File: config.mk
export PLATFORM = sky130hd
export DESIGN_NAME = regbus_mux
export DESIGN_NICKNAME = d
export VERILOG_FILES = /design/src/rtl/regbus_pkg.sv /design/src/rtl/regbus_board_bank.sv /design/src/rtl/regbus_stub_core.sv /design/src/rtl/regbus_segment.sv /design/src/rtl/regbus_mux.sv
export SDC_FILE = /design/constraint.sdc
export NUM_CORES = 1
export LEC_CHECK = 0
export ABC_AREA = 1
export ABC_CLOCK_PERIOD_IN_PS = 4000
export CAP_MARGIN = 10
export CORE_MARGIN = 5
export CORE_UTILIZATION = 50
export DETAILED_ROUTE_END_ITERATION = 10
export PLACE_DENSITY = 0.71
export SLEW_MARGIN = 20
export SYNTH_ARGS = -nofsm -noshare
export SYNTH_HDL_FRONTEND = slang
export SYNTH_SLANG_ARGS = --single-unit
File: constraint.sdc
create_clock -name clk -period 4 [get_ports clk]
set_input_delay 0.4 -clock clk [delete_from_list [all_inputs] [get_ports clk]]
set_output_delay 0.4 -clock clk [all_outputs]
set_load 0.05 [all_outputs]
File: src/rtl/regbus_pkg.sv
package regbus_pkg;
   localparam int ADDR_W = 17;
   localparam int SEG_W  = 2;
   localparam int REG_W  = 8;
   localparam int CORE_W = ADDR_W - SEG_W - REG_W;
   localparam int DATA_W = 32;

   typedef enum logic [SEG_W-1:0] {
      SEG_HASH   = 2'd0,
      SEG_RNG    = 2'd1,
      SEG_CIPHER = 2'd2,
      SEG_RSVD   = 2'd3
   } seg_e;
endpackage

File: src/rtl/regbus_board_bank.sv
module regbus_board_bank
   import regbus_pkg::*;
#(
   parameter logic [DATA_W-1:0] BOARD_TYPE    = 32'h0,
   parameter logic [DATA_W-1:0] BUILD_VERSION = 32'h0
) (
   input  logic              clk,
   input  logic              rst_n,
   input  logic              wr_en,
   input  logic [REG_W-1:0]  reg_idx,
   input  logic [DATA_W-1:0] wdata,
   output logic [DATA_W-1:0] rd_data
);
   localparam logic [REG_W-1:0] IDX_TYPE = REG_W'(0);
   localparam logic [REG_W-1:0] IDX_VER  = REG_W'(1);
   localparam logic [REG_W-1:0] IDX_GP   = REG_W'(2);

   logic [DATA_W-1:0] gp_q;

   always_ff @(posedge clk) begin
      if (!rst_n)                          gp_q <= '0;
      else if (wr_en && reg_idx == IDX_GP) gp_q <= wdata;
   end

   always_comb begin
      unique case (reg_idx)
         IDX_TYPE: rd_data = BOARD_TYPE;
         IDX_VER:  rd_data = BUILD_VERSION;
         IDX_GP:   rd_data = gp_q;
         default:  rd_data = '0;
      endcase
   end

   // general-purpose register moves only on its own write
   a_r4_gp_hold: assert property (@(posedge clk) disable iff (!rst_n)
      !(wr_en && reg_idx == IDX_GP) |=> $stable(gp_q));
endmodule

File: src/rtl/regbus_stub_core.sv
module regbus_stub_core
   import regbus_pkg::*;
#(
   parameter logic [DATA_W-1:0] ID_VALUE = 32'h0
) (
   input  logic              clk,
   input  logic              rst_n,
   input  logic              wr_en,
   input  logic [REG_W-1:0]  reg_idx,
   input  logic [DATA_W-1:0] wdata,
   output logic [DATA_W-1:0] rd_data
);
   localparam logic [REG_W-1:0] IDX_ID      = REG_W'(0);
   localparam logic [REG_W-1:0] IDX_SCRATCH = REG_W'(1);

   logic [DATA_W-1:0] scratch_q;

   always_ff @(posedge clk) begin
      if (!rst_n)                               scratch_q <= '0;
      else if (wr_en && reg_idx == IDX_SCRATCH) scratch_q <= wdata;
   end

   always_comb begin
      unique case (reg_idx)
         IDX_ID:      rd_data = ID_VALUE;
         IDX_SCRATCH: rd_data = scratch_q;
         default:     rd_data = '0;
      endcase
   end

   // scratch register moves only on its own write
   a_r5_scratch_hold: assert property (@(posedge clk) disable iff (!rst_n)
      !(wr_en && reg_idx == IDX_SCRATCH) |=> $stable(scratch_q));
endmodule

File: src/rtl/regbus_segment.sv
module regbus_segment
   import regbus_pkg::*;
#(
   parameter int                  NCORES        = 2,
   parameter logic [NCORES-1:0]   EN_MASK       = '1,
   parameter bit                  HAS_BOARD     = 1'b0,
   parameter int                  SEG_ID        = 0,
   parameter logic [DATA_W-1:0]   ID_BASE       = 32'h0,
   parameter logic [DATA_W-1:0]   BOARD_TYPE    = 32'h0,
   parameter logic [DATA_W-1:0]   BUILD_VERSION = 32'h0
) (
   input  logic              clk,
   input  logic              rst_n,
   input  logic              seg_hit,
   input  logic              wr,
   input  logic [CORE_W-1:0] core_idx,
   input  logic [REG_W-1:0]  reg_idx,
   input  logic [DATA_W-1:0] wdata,
   output logic [DATA_W-1:0] rd_data
);
   if (NCORES < 1 || NCORES > (1 << CORE_W)) begin : g_bad_count
      $error("regbus_segment: NCORES out of range");
   end

   logic [DATA_W-1:0] slot_rd [NCORES];
   logic [NCORES-1:0] slot_hit;

   for (genvar i = 0; i < NCORES; i++) begin : g_slot
      assign slot_hit[i] = seg_hit && (core_idx == CORE_W'(i));
      if (!EN_MASK[i]) begin : g_off
         assign slot_rd[i] = '0;
      end else if (HAS_BOARD && i == 0) begin : g_board
         regbus_board_bank #(
            .BOARD_TYPE    (BOARD_TYPE),
            .BUILD_VERSION (BUILD_VERSION)
         ) i_bank (
            .clk     (clk),
            .rst_n   (rst_n),
            .wr_en   (wr && slot_hit[i]),
            .reg_idx (reg_idx),
            .wdata   (wdata),
            .rd_data (slot_rd[i])
         );
      end else begin : g_stub
         regbus_stub_core #(
            .ID_VALUE (ID_BASE + DATA_W'(SEG_ID * 256 + i))
         ) i_stub (
            .clk     (clk),
            .rst_n   (rst_n),
            .wr_en   (wr && slot_hit[i]),
            .reg_idx (reg_idx),
            .wdata   (wdata),
            .rd_data (slot_rd[i])
         );
      end
   end

   always_comb begin
      rd_data = '0;
      for (int i = 0; i < NCORES; i++) begin
         if (slot_hit[i]) rd_data = rd_data | slot_rd[i];
      end
   end

   // at most one slot is addressed at a time
   a_r1_one_slot: assert property (@(posedge clk) disable iff (!rst_n)
      $onehot0(slot_hit));
endmodule

File: src/rtl/regbus_mux.sv
module regbus_mux
   import regbus_pkg::*;
#(
   parameter int                      HASH_CORES    = 4,
   parameter logic [HASH_CORES-1:0]   HASH_EN       = 4'b1011,
   parameter int                      RNG_CORES     = 2,
   parameter logic [RNG_CORES-1:0]    RNG_EN        = 2'b11,
   parameter int                      CIPHER_CORES  = 2,
   parameter logic [CIPHER_CORES-1:0] CIPHER_EN     = 2'b01,
   parameter logic [31:0]             BOARD_TYPE    = 32'hB0A2_0001,
   parameter logic [31:0]             BUILD_VERSION = 32'h0002_0015,
   parameter logic [31:0]             ID_BASE       = 32'hC0DE_0000
) (
   input  logic        clk,
   input  logic        rst_n,
   input  logic        cs,
   input  logic        we,
   input  logic [16:0] addr,
   input  logic [31:0] wdata,
   output logic [31:0] rdata
);
   if (ADDR_W != 17 || DATA_W != 32) begin : g_bad_bus
      $error("regbus_mux: package widths do not match the port list");
   end

   localparam int NSEG = 3;

   seg_e              seg;
   logic [CORE_W-1:0] core_idx;
   logic [REG_W-1:0]  reg_idx;
   logic              wr;
   logic              rd;
   logic [NSEG-1:0]   seg_hit;
   logic [DATA_W-1:0] seg_rd [NSEG];
   logic [DATA_W-1:0] rd_mux;
   logic [DATA_W-1:0] rdata_q;

   assign seg      = seg_e'(addr[ADDR_W-1 -: SEG_W]);
   assign core_idx = addr[REG_W +: CORE_W];
   assign reg_idx  = addr[REG_W-1:0];
   assign wr       = cs && we;
   assign rd       = cs && !we;

   assign seg_hit[0] = (seg == SEG_HASH);
   assign seg_hit[1] = (seg == SEG_RNG);
   assign seg_hit[2] = (seg == SEG_CIPHER);

   regbus_segment #(
      .NCORES (HASH_CORES), .EN_MASK (HASH_EN), .HAS_BOARD (1'b1),
      .SEG_ID (0), .ID_BASE (ID_BASE),
      .BOARD_TYPE (BOARD_TYPE), .BUILD_VERSION (BUILD_VERSION)
   ) i_seg_hash (
      .clk (clk), .rst_n (rst_n), .seg_hit (seg_hit[0]), .wr (wr),
      .core_idx (core_idx), .reg_idx (reg_idx), .wdata (wdata),
      .rd_data (seg_rd[0])
   );

   regbus_segment #(
      .NCORES (RNG_CORES), .EN_MASK (RNG_EN), .HAS_BOARD (1'b0),
      .SEG_ID (1), .ID_BASE (ID_BASE),
      .BOARD_TYPE (BOARD_TYPE), .BUILD_VERSION (BUILD_VERSION)
   ) i_seg_rng (
      .clk (clk), .rst_n (rst_n), .seg_hit (seg_hit[1]), .wr (wr),
      .core_idx (core_idx), .reg_idx (reg_idx), .wdata (wdata),
      .rd_data (seg_rd[1])
   );

   regbus_segment #(
      .NCORES (CIPHER_CORES), .EN_MASK (CIPHER_EN), .HAS_BOARD (1'b0),
      .SEG_ID (2), .ID_BASE (ID_BASE),
      .BOARD_TYPE (BOARD_TYPE), .BUILD_VERSION (BUILD_VERSION)
   ) i_seg_cipher (
      .clk (clk), .rst_n (rst_n), .seg_hit (seg_hit[2]), .wr (wr),
      .core_idx (core_idx), .reg_idx (reg_idx), .wdata (wdata),
      .rd_data (seg_rd[2])
   );

   always_comb begin
      rd_mux = '0;
      for (int s = 0; s < NSEG; s++) begin
         if (seg_hit[s]) rd_mux = rd_mux | seg_rd[s];
      end
   end

   always_ff @(posedge clk) begin
      if (!rst_n)  rdata_q <= '0;
      else if (rd) rdata_q <= rd_mux;
      else         rdata_q <= '0;
   end

   assign rdata = rdata_q;

   // no read sampled means zero on the following cycle
   a_r2_idle_zero: assert property (@(posedge clk) disable iff (!rst_n)
      !(cs && !we) |=> rdata == '0);

   // reserved segment reads zero
   a_r8_reserved_zero: assert property (@(posedge clk) disable iff (!rst_n)
      (cs && !we && addr[16:15] == 2'd3) |=> rdata == '0);

   // board type appears one cycle after a read of address 0
   a_r3_board_type: assert property (@(posedge clk) disable iff (!rst_n)
      (HASH_EN[0] && cs && !we && addr == 17'd0) |=> rdata == BOARD_TYPE);
endmodule

[After elaboration in Yosys (flattened, before gate mapping)]
Index checks and enable logic that the tools add are counted.
Storage, ports and cells
  bits of input ports: 53
  flip-flop bits (word level): 224
  logic and storage cells: 58
Operators by class
  bitwise operators: 5
  eq/ne operators: 6
  multiplexer cells: 15
  reductions and logical operators: 25
Operators with widths (number)
  case mux 32 bit (2 select lines): 5
  2-to-1 mux 32 bit: 9
  OR 32 bit: 5
  case mux 32 bit (3 select lines): 1
  logical AND 1 bit: 20
  == test 8 x 1 -> 1 bit (second input constant): 1
  == test 8 x 2 -> 1 bit (second input constant): 1
  zero test 8 bit: 1
  == test 7 x 1 -> 1 bit (second input constant): 1
  == test 7 x 2 -> 1 bit (second input constant): 1
  zero test 7 bit: 1
  == test 2 x 1 -> 1 bit (second input constant): 1
  == test 2 bit (second input constant): 1
  zero test 2 bit: 1
  AND reduction 2 bit: 1
  zero test 1 bit: 1

[Depth between registers and ports, before layout]
  depth after elaboration: 12
  gate-level depth with buffers: 12
  gate-level depth less buffers: 11

[Cells and area by module]
Synthesis repeated with hierarchy kept, for this count alone.
Second synthesis, totals
  cell total of the unflattened synthesis: 2349
  area, all modules: 14234.9 µm²
By module, submodules not included
  regbus_stub_core (i_seg_cipher.g_slot[0].g_stub.i_stub ...): sequential area each 640.6 µm², area an instance 1740.4 µm², cells an instance 287, instances 3
  regbus_stub_core (i_seg_hash.g_slot[3].g_stub.i_stub ...): sequential area each 640.6 µm², area an instance 1739.2 µm², cells an instance 287, instances 2
  regbus_board_bank: sequential area each 640.6 µm², area an instance 1818.0 µm², cells an instance 290, instances 1
  regbus_mux: sequential area each 640.6 µm², area an instance 1706.6 µm², cells an instance 253, instances 1
  regbus_segment (i_seg_hash): sequential area each 0.0 µm², area an instance 930.9 µm², cells an instance 166, instances 1
  regbus_segment (i_seg_rng): sequential area each 0.0 µm², area an instance 653.1 µm², cells an instance 122, instances 1
  regbus_segment (i_seg_cipher): sequential area each 0.0 µm², area an instance 426.7 µm², cells an instance 83, instances 1

[Worst setup path before layout]
OpenSTA, ideal clock, no wires.
  path type: input to register
  start: in addr[13]
  end: reg i_seg_hash.g_slot[1].g_stub.i_stub.scratch_q[11]
  library setup time: 0.119 ns
  setup slack: 2.332 ns
  required time: 3.881 ns
  stages on the path: 9
  data arrival time: 1.549 ns
  path buffers: 1
  cell sequence: nor2_1 -> nand2_2 -> nor2_4 -> nand2_2 -> nor2_4 -> inv_2 -> clkbuf_1 -> o21ai_0 -> a21oi_1
Between the ends
  word-level cells in the longest chain between the ends: 4
Ends and longest elaborated chain
  from (decl): RTL line regbus_mux.sv:18  | input logic [16:0] addr,
  == test 7 x 1 -> 1 bit
  logical AND 1 bit: RTL line regbus_segment.sv:29  | assign slot_hit[i] = seg_hit && (core_idx == CORE_W'(i));
  logical AND 1 bit: RTL line regbus_segment.sv:50  | .wr_en (wr && slot_hit[i]),
  logical AND 1 bit: RTL line regbus_stub_core.sv:20  | else if (wr_en && reg_idx == IDX_SCRATCH) scratch_q <= wdata;
  to (signal assigned): RTL line regbus_stub_core.sv:20
  to (decl): RTL line regbus_stub_core.sv:16  | logic [DATA_W-1:0] scratch_q;
Every way passes these cells.
A chain may end at the register's enable or synchronous reset.

[Worst setup path in the final report]
  start: in addr[11]
  end: reg i_seg_rng.g_slot[0].g_stub.i_stub.scratch_q[28]
Between the ends
  word-level cells in the longest chain between the ends: 4
Ends and longest elaborated chain (RTL line)
  zero test 7 bit: regbus_segment.sv:29
  logical AND 1 bit: regbus_segment.sv:29
  logical AND 1 bit: regbus_segment.sv:50
  logical AND 1 bit: regbus_stub_core.sv:20
  to (signal assigned): regbus_stub_core.sv:20
  to (decl): regbus_stub_core.sv:16
Every way passes these cells.

==> impl_metrics.tcl <==
set metrics [dict create \
    run_status "finished, final reports clean" \
    timing.hold.worst.start "rst_n" \
    synth-main-ff-cell "dfxtp_1" \
    drive_above_1_share 0.0844 \
    setup_viol 0 \
    timing.critical_path.arrival_ns 2.89 \
    avgRoutedWirePerCell_um 16.4 \
    report.power.total_uw 4450 \
    netlist_instances 1285 \
    place_congestion 0.835 \
    count_of_flip_flops_with_a_built_in_enable_after_synthesis 0 \
    drt_iter0_markers 771 \
    synth.lib_cells_used.distinct 25 \
    finalCriticalPeriod_ns 2.45 \
    drt-total-wl_mm 26.0 \
    synth_commonest_cells "dfxtp_1 (224), o21ai_0 (187), nand2_1 (184)" \
    hpwl_mm 16.3 \
    antenna_violating_nets_post_route 0 \
    worstSkewPairLatency_ns 0.52 \
    grt.overflow.total 0 \
    drt_first_pass_iters 6 \
    post-synth-top-count-cell "dfxtp_1" \
    die_x_um 148 \
    cts_tree "built" \
    die_height_um 148 \
    clock-sinks 224 \
    yosysWarnings 0 \
    crit_fanout 50 \
    initial_antenna_violation_count 0 \
    cts_inserted_buffers 23 \
    worstPathRequired_ns 4.44 \
    reg_to_reg_start "i_seg_rng.g_slot[1].g_stub.i_stub.scratch_q[23]" \
    area.growth.synth_to_final_pct 17.8 \
    seq_area_frac_synth 0.474 \
    post_cts_setup_buffer_count 0 \
    via_count 8713 \
    cts_max_path_buffers 3 \
    io_buffers 84 \
    i_o_pin_cnt 85 \
    worst_hold_path_type "input pin to flop" \
    critPathLaunch "addr[11]" \
    cts_hold_repair.buffers 0 \
    finalSetupTns_ns 0 \
    grt_max_degree 109 \
    vias_per_cell 5.50 \
    min_period_over_period 0.612 \
    hold_viol 0 \
    core_region_area_um2 18600 \
    seqCellArea_um2 4480 \
    async_reset_ff_frac 0 \
    p_per_area_nw_per_um2 400 \
    setup.worst_path.start_class "input pin" \
    grt_pass1_wl_mm 42.5 \
    leakage_uw 0.00451 \
    timing.hold.ws_ns 0.429 \
    rows 50 \
    post_synth_instance_area_um2 9460 \
    synth_top_area_share 0.474 \
    cts_root_buf "clkbuf_16" \
    ir_worst_vdd_uv 378 \
    post_synth_main_area_contributors "dfxtp_1 (47%), o21ai_0 (9.9%), a21oi_1 (8.6%)" \
    number_of_violations_of_the_max_capacitance_limit 0 \
    grt_setup_unrepaired "false" \
    finClkSkew_ns 0.0112 \
    multiInputGateArea_um2 4220 \
    synthesized_netlist_net_count 1338 \
    timing.slew.headroom 0.370 \
    antenna_cells_inserted 0 \
    syn-mean-instance-area_um2 7.36 \
    floorplan.die_area_um2 21800 \
    reg2reg_slack_ns 2.95 \
    tightestPinTransition_ns 0.944 \
    maxSlewViolCount 0 \
    synth_top_area_cell "dfxtp_1" \
    cts.htree.levels 1 \
    initial_core_util 0.508 \
    clkSlewWorstSetupHoldPaths_ns 0.06 \
    achievable-frequency_ghz 0.408 \
    grt_util_all_layers 0.236 \
    crit_path_end_kind "flop" \
    drcViolationCount 0 \
    vias_in_the_first_global_route 8201 \
    ys_ff_latch 224 \
    finalNetCount 1387 \
    post_cts_resized 0 \
    timing.setup.critical_path_class "input pin to flop" \
    fillCellCount 1729 \
]
[layout make-up]
type                    instances  share of cell area
clock buffers                  32              0.0601
clock inverters                10             0.00539
inverters                     104              0.0350
multi-input cells             871               0.378
flip-flops and latches        224               0.402
well taps                     234              0.0263
repair buffers                110              0.0927
[per-layer routing]
metal,GRT usage,share of wire,vias up
met5,0,0,-
met4,0.0890,0.036,0
met3,0.0368,0.065,71
met2,0.386,0.46,309
met1,0.315,0.44,3962
li1,-,-,4371
[power breakdown]
group | leakage (uW) | total [uW] | switching, uW | internal [uW]
clock | 0.000366 | 2050 | 877 | 1170
combinational | 0.00234 | 176 | 112 | 63.8
sequential | 0.00180 | 2230 | 0.00362 | 2230
[metrics by stage]
| step | setup WS [ns] | instances | utilization | area (um2) |
|---|---|---|---|---|
| floorplan | 2.33 | 1285 | - | 9460 |
| detailed placement | 1.05 | 1543 | 0.559 | 10400 |
| global placement | 1.11 | 1543 | 0.559 | 10400 |
| CTS | 1.57 | 1585 | 0.598 | 11100 |
| finish | 1.55 | 1585 | 0.598 | 11100 |
| global route | 1.29 | 1585 | 0.598 | 11100 |
[sequential cells by signal, summed over array words and instances (netlist names)]
name / cells
rdata: 32
i_seg_hash.g_slot.g_board.i_bank.gp_q: 32
i_seg_hash.g_slot.g_stub.i_stub.scratch_q: 64
i_seg_cipher.g_slot.g_stub.i_stub.scratch_q: 32
i_seg_rng.g_slot.g_stub.i_stub.scratch_q: 64
[critical path, cell delays in order]
cell and delay [ns]:
clkdlybuf4s50_1 0.42, nor2_1 0.18, nand2_1 0.15, nor2_4 0.21, buf_4 0.35, nand2_1 0.24, nor2_4 0.16, buf_4 0.41
o21ai_0 0.16, a21oi_1 0.17
[cell usage in the layout (no fill, tap or decap), drive strengths merged, types with 9 or more instances in the layout]
cell type      instances
nand3                118
nor3                  14
clkinv                 9
clkbuf                32
a21oi                163
nor2                 156
dfxtp                224
clkdlybuf4s50         83
a211oi                22
o21ai                187
o211ai                14
inv                  104
buf                   27
nand2                188
[final timing paths]
check	to	cells past startpoint
min reg2reg	flop	2
min	flop	3
max	i_seg_rng.g_slot[0].g_stub.i_stub.scratch_q[28]	10
max reg2reg	rdata[23]	5
[cells by family (layout without fill, tap and decap cells)]
logic type / after synthesis / in the layout / synth area share
and+or+nand+nor: 485 / 485 / 0.221
AOI/OAI and AO/OA: 386 / 386 / 0.223
DFF: 224 / 224 / 0.474
buffers and inverters: 190 / 256 / 0.0814
Power figures use the tool's default switching activity.
